**src/rtl/pbr_par_pkg.sv**
```systemverilog
package pbr_par_pkg;
   timeunit 1ns;
   timeprecision 1ps;

   // status flag positions (software decodes these)
   localparam int ST_P_DPE = 0;
   localparam int ST_P_SSE = 1;
   localparam int ST_S_DPE = 2;
   localparam int STAT_W   = 3;

   // phase stream indices
   localparam int SI_ADDR = 0;
   localparam int SI_RD   = 1;
   localparam int SI_CFG  = 2;
   localparam int N_STR   = 3;

   typedef struct packed {
      logic s_ape;   // secondary address parity error
      logic s_rde;   // secondary read data parity error
      logic p_cde;   // primary config write data parity error
      logic serr;    // system error to be signaled
   } perr_evt_t;
endpackage

```
**src/rtl/pbr_par_tree.sv**
```systemverilog
module pbr_par_tree #(
   parameter int DW    = 36,
   parameter int STYLE = 1    // 0: flat reduction, 1: per-lane tree
) (
   input  logic [DW-1:0] din,
   output logic          par
);
   timeunit 1ns;
   timeprecision 1ps;

   localparam int LANE  = 8;
   localparam int NLANE = (DW + LANE - 1) / LANE;
   localparam int PADW  = NLANE * LANE;

   generate
      if (STYLE == 0) begin : g_flat
         assign par = ^din;
      end else begin : g_tree
         logic [PADW-1:0]  padded;
         logic [NLANE-1:0] lane_par;
         assign padded = PADW'(din);
         for (genvar gl = 0; gl < NLANE; gl++) begin : g_lane
            assign lane_par[gl] = ^padded[gl*LANE +: LANE];
         end
         assign par = ^lane_par;
      end
   endgenerate
endmodule

```
**src/rtl/pbr_phase_chk.sv**
```systemverilog
module pbr_phase_chk #(
   parameter int AD_W      = 32,
   parameter int BE_W      = 4,
   parameter int PAR_STYLE = 1
) (
   input  logic            clk,
   input  logic            rst_n,
   input  logic            vld,
   input  logic [AD_W-1:0] ad,
   input  logic [BE_W-1:0] cbe,
   input  logic            par,
   input  logic            tag,
   output logic            done,
   output logic            err,
   output logic            tag_q
);
   timeunit 1ns;
   timeprecision 1ps;

   localparam int CW = AD_W + BE_W;

   logic exp_par;
   logic exp_q, pend_q, tag_p;

   pbr_par_tree #(.DW(CW), .STYLE(PAR_STYLE)) u_tree (
      .din ({ad, cbe}),
      .par (exp_par)
   );

   // stage 1: phase seen, expected parity held; stage 2: compare with PAR
   always_ff @(posedge clk) begin
      if (!rst_n) begin
         pend_q <= 1'b0;
         exp_q  <= 1'b0;
         tag_p  <= 1'b0;
         done   <= 1'b0;
         err    <= 1'b0;
         tag_q  <= 1'b0;
      end else begin
         pend_q <= vld;
         exp_q  <= exp_par;
         tag_p  <= tag;
         done   <= pend_q;
         err    <= pend_q & (par ^ exp_q);
         tag_q  <= tag_p;
      end
   end
endmodule

```
**src/rtl/pbr_stat_regs.sv**
```systemverilog
module pbr_stat_regs #(
   parameter int W = 3
) (
   input  logic         clk,
   input  logic         rst_n,
   input  logic [W-1:0] set,
   input  logic [W-1:0] clr,
   output logic [W-1:0] stat
);
   timeunit 1ns;
   timeprecision 1ps;

   always_ff @(posedge clk) begin
      if (!rst_n) stat <= '0;
      else        stat <= (stat & ~clr) | set;   // set has priority
   end
endmodule

```
**src/rtl/pbr_parity_guard.sv**
```systemverilog
module pbr_parity_guard
   import pbr_par_pkg::*;
#(
   parameter int AD_W      = 32,
   parameter int PAR_STYLE = 1
) (
   input  logic                clk,
   input  logic                rst_n,
   input  logic                cmd_perr_en,
   input  logic                cmd_serr_en,
   input  logic                bctl_perr_en,
   input  logic [AD_W-1:0]     p_ad,
   input  logic [AD_W/8-1:0]   p_cbe,
   input  logic                p_par,
   input  logic                p_cfg_vld,
   input  logic [AD_W-1:0]     s_ad,
   input  logic [AD_W/8-1:0]   s_cbe,
   input  logic                s_par,
   input  logic                s_addr_vld,
   input  logic                s_hit,
   input  logic                s_rd_vld,
   input  logic [STAT_W-1:0]   stat_clr,
   output logic                s_claim,
   output logic                cfg_trdy,
   output logic                p_perr_n,
   output logic                p_serr_n,
   output logic                s_perr_n,
   output logic                p_fwd_vld,
   output logic                p_fwd_par,
   output logic [STAT_W-1:0]   stat
);
   timeunit 1ns;
   timeprecision 1ps;

   localparam int BE_W = AD_W / 8;

   generate
      if (AD_W < 8 || (AD_W % 8) != 0) begin : g_bad_width
         $error("pbr_parity_guard: AD_W must be a nonzero multiple of 8");
      end
      if (PAR_STYLE < 0 || PAR_STYLE > 1) begin : g_bad_style
         $error("pbr_parity_guard: PAR_STYLE must be 0 or 1");
      end
   endgenerate

   logic [AD_W-1:0] st_ad  [N_STR];
   logic [BE_W-1:0] st_be  [N_STR];
   logic            st_par [N_STR];
   logic            st_vld [N_STR];
   logic            st_tag [N_STR];
   logic            st_done[N_STR];
   logic            st_err [N_STR];
   logic            st_tagq[N_STR];

   // stream inputs: secondary address, secondary read data, primary cfg write
   assign st_ad[SI_ADDR]  = s_ad;
   assign st_be[SI_ADDR]  = s_cbe;
   assign st_par[SI_ADDR] = s_par;
   assign st_vld[SI_ADDR] = s_addr_vld;
   assign st_tag[SI_ADDR] = s_hit;

   assign st_ad[SI_RD]    = s_ad;
   assign st_be[SI_RD]    = s_cbe;
   assign st_par[SI_RD]   = s_par;
   assign st_vld[SI_RD]   = s_rd_vld;
   assign st_tag[SI_RD]   = 1'b0;

   assign st_ad[SI_CFG]   = p_ad;
   assign st_be[SI_CFG]   = p_cbe;
   assign st_par[SI_CFG]  = p_par;
   assign st_vld[SI_CFG]  = p_cfg_vld;
   assign st_tag[SI_CFG]  = 1'b0;

   for (genvar gs = 0; gs < N_STR; gs++) begin : g_str
      pbr_phase_chk #(
         .AD_W      (AD_W),
         .BE_W      (BE_W),
         .PAR_STYLE (PAR_STYLE)
      ) u_chk (
         .clk   (clk),
         .rst_n (rst_n),
         .vld   (st_vld[gs]),
         .ad    (st_ad[gs]),
         .cbe   (st_be[gs]),
         .par   (st_par[gs]),
         .tag   (st_tag[gs]),
         .done  (st_done[gs]),
         .err   (st_err[gs]),
         .tag_q (st_tagq[gs])
      );
   end

   logic unused_tags;
   assign unused_tags = st_tagq[SI_RD] ^ st_tagq[SI_CFG];

   // read parity is carried across as received, one stage behind its sample
   logic fwd_par_q;
   always_ff @(posedge clk) begin
      if (!rst_n) fwd_par_q <= 1'b0;
      else        fwd_par_q <= s_par;
   end

   perr_evt_t evt;
   always_comb begin
      evt.s_ape = st_err[SI_ADDR];
      evt.s_rde = st_err[SI_RD];
      evt.p_cde = st_err[SI_CFG];
      evt.serr  = st_err[SI_ADDR] & cmd_serr_en & bctl_perr_en;
   end

   assign s_claim   = st_done[SI_ADDR] & st_tagq[SI_ADDR] & ~(evt.s_ape & bctl_perr_en);
   assign cfg_trdy  = st_done[SI_CFG];
   assign p_perr_n  = ~(evt.p_cde & cmd_perr_en);
   assign s_perr_n  = ~(evt.s_rde & bctl_perr_en);
   assign p_serr_n  = ~evt.serr;
   assign p_fwd_vld = st_done[SI_RD];
   assign p_fwd_par = fwd_par_q;

   logic [STAT_W-1:0] stat_set;
   always_comb begin
      stat_set           = '0;
      stat_set[ST_P_DPE] = evt.p_cde;
      stat_set[ST_P_SSE] = evt.serr;
      stat_set[ST_S_DPE] = evt.s_ape | evt.s_rde;
   end

   pbr_stat_regs #(.W(STAT_W)) u_stat (
      .clk   (clk),
      .rst_n (rst_n),
      .set   (stat_set),
      .clr   (stat_clr),
      .stat  (stat)
   );
endmodule

```
**config.mk**
```make
export PLATFORM = sky130hd
export DESIGN_NAME = pbr_parity_guard
export DESIGN_NICKNAME = d
export VERILOG_FILES = /design/src/rtl/pbr_par_pkg.sv /design/src/rtl/pbr_par_tree.sv /design/src/rtl/pbr_phase_chk.sv /design/src/rtl/pbr_stat_regs.sv /design/src/rtl/pbr_parity_guard.sv
export SDC_FILE = /design/constraint.sdc
export NUM_CORES = 1
export LEC_CHECK = 0
export BUFFER_PORTS_ARGS = -buffer_cell sky130_fd_sc_hd__clkbuf_2
export CORE_ASPECT_RATIO = 2
export CORE_MARGIN = 4
export CORE_UTILIZATION = 41
export CTS_CLUSTER_SIZE = 20
export DETAILED_ROUTE_END_ITERATION = 7
export HOLD_SLACK_MARGIN = 0.03
export PLACE_DENSITY = 0.92
export SYNTH_ARGS = -nofsm -noshare
export SYNTH_HDL_FRONTEND = slang
export SYNTH_SLANG_ARGS = --single-unit
```
**constraint.sdc**
```tcl
create_clock -name clk -period 2.5 [get_ports clk]
set_input_delay 0.375 -clock clk [delete_from_list [all_inputs] [get_ports clk]]
set_output_delay 0.375 -clock clk [all_outputs]
set_load 0.05 [all_outputs]
```
==> run metrics <==
busiest grt layer met2; Final nets ~300; Net Sw Power approximately 260 µW; unrepaired setup endpoints after global routing false; M1 GR Usage 10.4%; DRC errors left 0; Yosys warnings 0; first-pass iteration count of the detailed router 4; starting density of the core between 40% and 50%; Final Hold Vio Count 0; global-route wire length before repair 4220 µm; vias in the first global route around 1200; max_cap viols 0; Post-Place Cells about 240; period utilization 57.0%; clk sinks 17; sequential element share of the synthesized area about 29%; routed via count ~1100; R2R Setup Slk 1780 ps; WP data arrival approximately 1600 ps; Syn-to-layout area delta 47.8%; reg2reg start g_str[1].u_chk.exp_q; clk buf depth 2; Mapped Nets just over 200; Post-CTS Resized 0; post-layout min period 1430 ps; initial antenna violation count 0; Setup crit end kind flip-flop; Worst-Skew Late Latency 240 ps; total CTS buffers 3; most frequent cells in the layout clkbuf_2 (95), xnor2_1 (53), dfxtp_1 (17); non-filler cells, final 243; htree depth 1; Fmax about 700 MHz; combinational share of power between 40% and 50%; Clock power frac roughly 20%; worst-margin pin slew roughly 280 ps; Worst EP required 2670 ps; internal power 693 µW; total power draw around 960 µW; Worst Hold Path EP g_str[0].u_chk.pend_q; Gate Count Post-Synth about 120; Synth cell types 15; post-DR wirelength/cell about 11 µm; via/cell ratio between 4 and 5; Hold-fix buffers, CTS 0; Flop pwr share about 32%; Post-CTS Setup Inserts 0; Hold Crit Class in -> reg; GR Util met3 under 10%; CP Max Fanout 2; worst slack at placement approximately 840 ps; worst hold start s_addr_vld; largest net degree at the start of global routing 13; Worst Slack Setup Final between 1000 and 1500 ps; Slew Limit Fails 0; GRT Total Usage roughly 14%; Ant. Diodes 0; buffers added on ports 95; die height 83.1 µm; Reg clk slew, reported paths 60 ps; # rows 27; Net Sw Frac approximately 28%; full die area 3780 µm²; clock root buffer clkbuf_8; initial DRC count 3; reg2reg end g_str[0].u_chk.err; Seq cells post-synth 17; fin util a little over three fifths; Mapped Area roughly 1200 µm²; # IOs 96; critical path launch point type primary input; met2 Use GR a little under a third; worst relative slew slack between 80% and 90%; most common cell after layout, fill and taps aside clkbuf_2; Leak Pwr between 0.8 and 0.9 nW; TritonCTS clock tree yes; final setup fails 0; grt ovf 0; PwrDens about 560 nW/µm²; Setup Skew 0.233 ps; peak supply drop around 0.00035 V; fraction of layout cells with a size suffix above 1 45.8%; total wire length between 2000 and 3000 µm; Post-Syn Area per Cell around 10 µm²; post-route ant nets 0; setup tns final 0 ps; WS Path Type in -> reg; R2R cell count 2; Hold Crit Depth 2; post-detail-place hpwl 2450 µm; Die X 45.6 µm; GP Congestion 0.643; core outline area 2740 µm²; status complete, no violations
==> cells by family after synthesis <==
group / share of synthesized area, %
AO/OA/AOI/OAI: 1.73
XOR/XNOR: 54.8
buffers and inverters: 0.974
flip-flops: 29.4
multiplexers: 1.73
AND/OR/NAND/NOR: 11.4
==> flip-flops by register name, indices dropped and copies added (netlist names) <==
signal              count
g_str.u_chk.exp_q       2
u_stat.stat             3
g_str.u_chk.err         3
g_str.u_chk.tag_p       1
g_str.u_chk.pend_q      3
g_str.u_chk.tag_q       1
g_str.u_chk.done        3
p_fwd_par               1
==> cell type report <==
| type | count | area, µm² |
|---|---|---|
| fillers | 256 | 1030 |
| flip-flops and latches | 17 | 340 |
| clock buffers | 4 | 45.0 |
| inverters | 2 | 7.51 |
| well taps | 29 | 36.3 |
| multi-input cells | 96 | 805 |
| repair buffers | 95 | 475 |
==> power by group through the flow <==
stage                     Sequential, mW  Clock (mW)  Combinational (mW)
after global placement             0.315           0               0.445
final                              0.309       0.193               0.454
after global routing               0.312       0.207               0.494
after CTS                          0.310       0.197               0.460
after floorplan                    0.331           0               0.330
after detailed placement           0.315           0               0.456
==> routing by layer <==
| layer | part of all wire [%] | vias up |
|---|---|---|
| met4 | 0.54 | 0 |
| li1 | - | 551 |
| met1 | 28 | 479 |
| met3 | 8.8 | 2 |
| met2 | 63 | 55 |
| met5 | 0 | - |
==> per-stage QoR <==
step           hold WS (ps)  cell area [µm²]
5_1_grt                 339             1710
6_report                334             1710
2_1_floorplan           412             1160
3_5_place_dp            422             1660
3_3_place_gp            421             1660
4_1_cts                 332             1710
==> cell usage after synthesis <==
cell	count	area (µm²)
nor2b_1	2	12.5
dfxtp_1	17	340
nand2_1	5	18.8
xnor2_1	53	464
mux2i_1	2	20.0
a21oi_1	4	20.0
nand2b_1	2	12.5
and2_1	10	62.6
xnor3_1	4	90.1
clkbuf_1	1	3.75
or2_1	2	12.5
inv_1	2	7.51
nand3_1	1	5.00
xor2_1	9	78.8
nor2_1	2	7.51
==> critical path: stages <==
cell,delay (ps)
clkbuf_2,90
xor2_1,160
xnor2_1,180
xnor3_1,430
or2_1,220
mux2i_1,140
==> worst max path at each step <==
stage | slack (ps) | from | depth (start not counted) | to
after global placement | 890 | s_ad[24] | 6 | g_str[1].u_chk.exp_q
after CTS | 1070 | s_ad[15] | 6 | g_str[1].u_chk.exp_q
after floorplan | 1000 | bctl_perr_en | 1 | s_claim
after global routing | 1000 | s_ad[24] | 6 | g_str[1].u_chk.exp_q
final | 1070 | s_ad[24] | 6 | g_str[1].u_chk.exp_q
after detailed placement | 840 | s_ad[15] | 6 | g_str[1].u_chk.exp_q
Note: power is estimated with default switching activity, not from simulation.
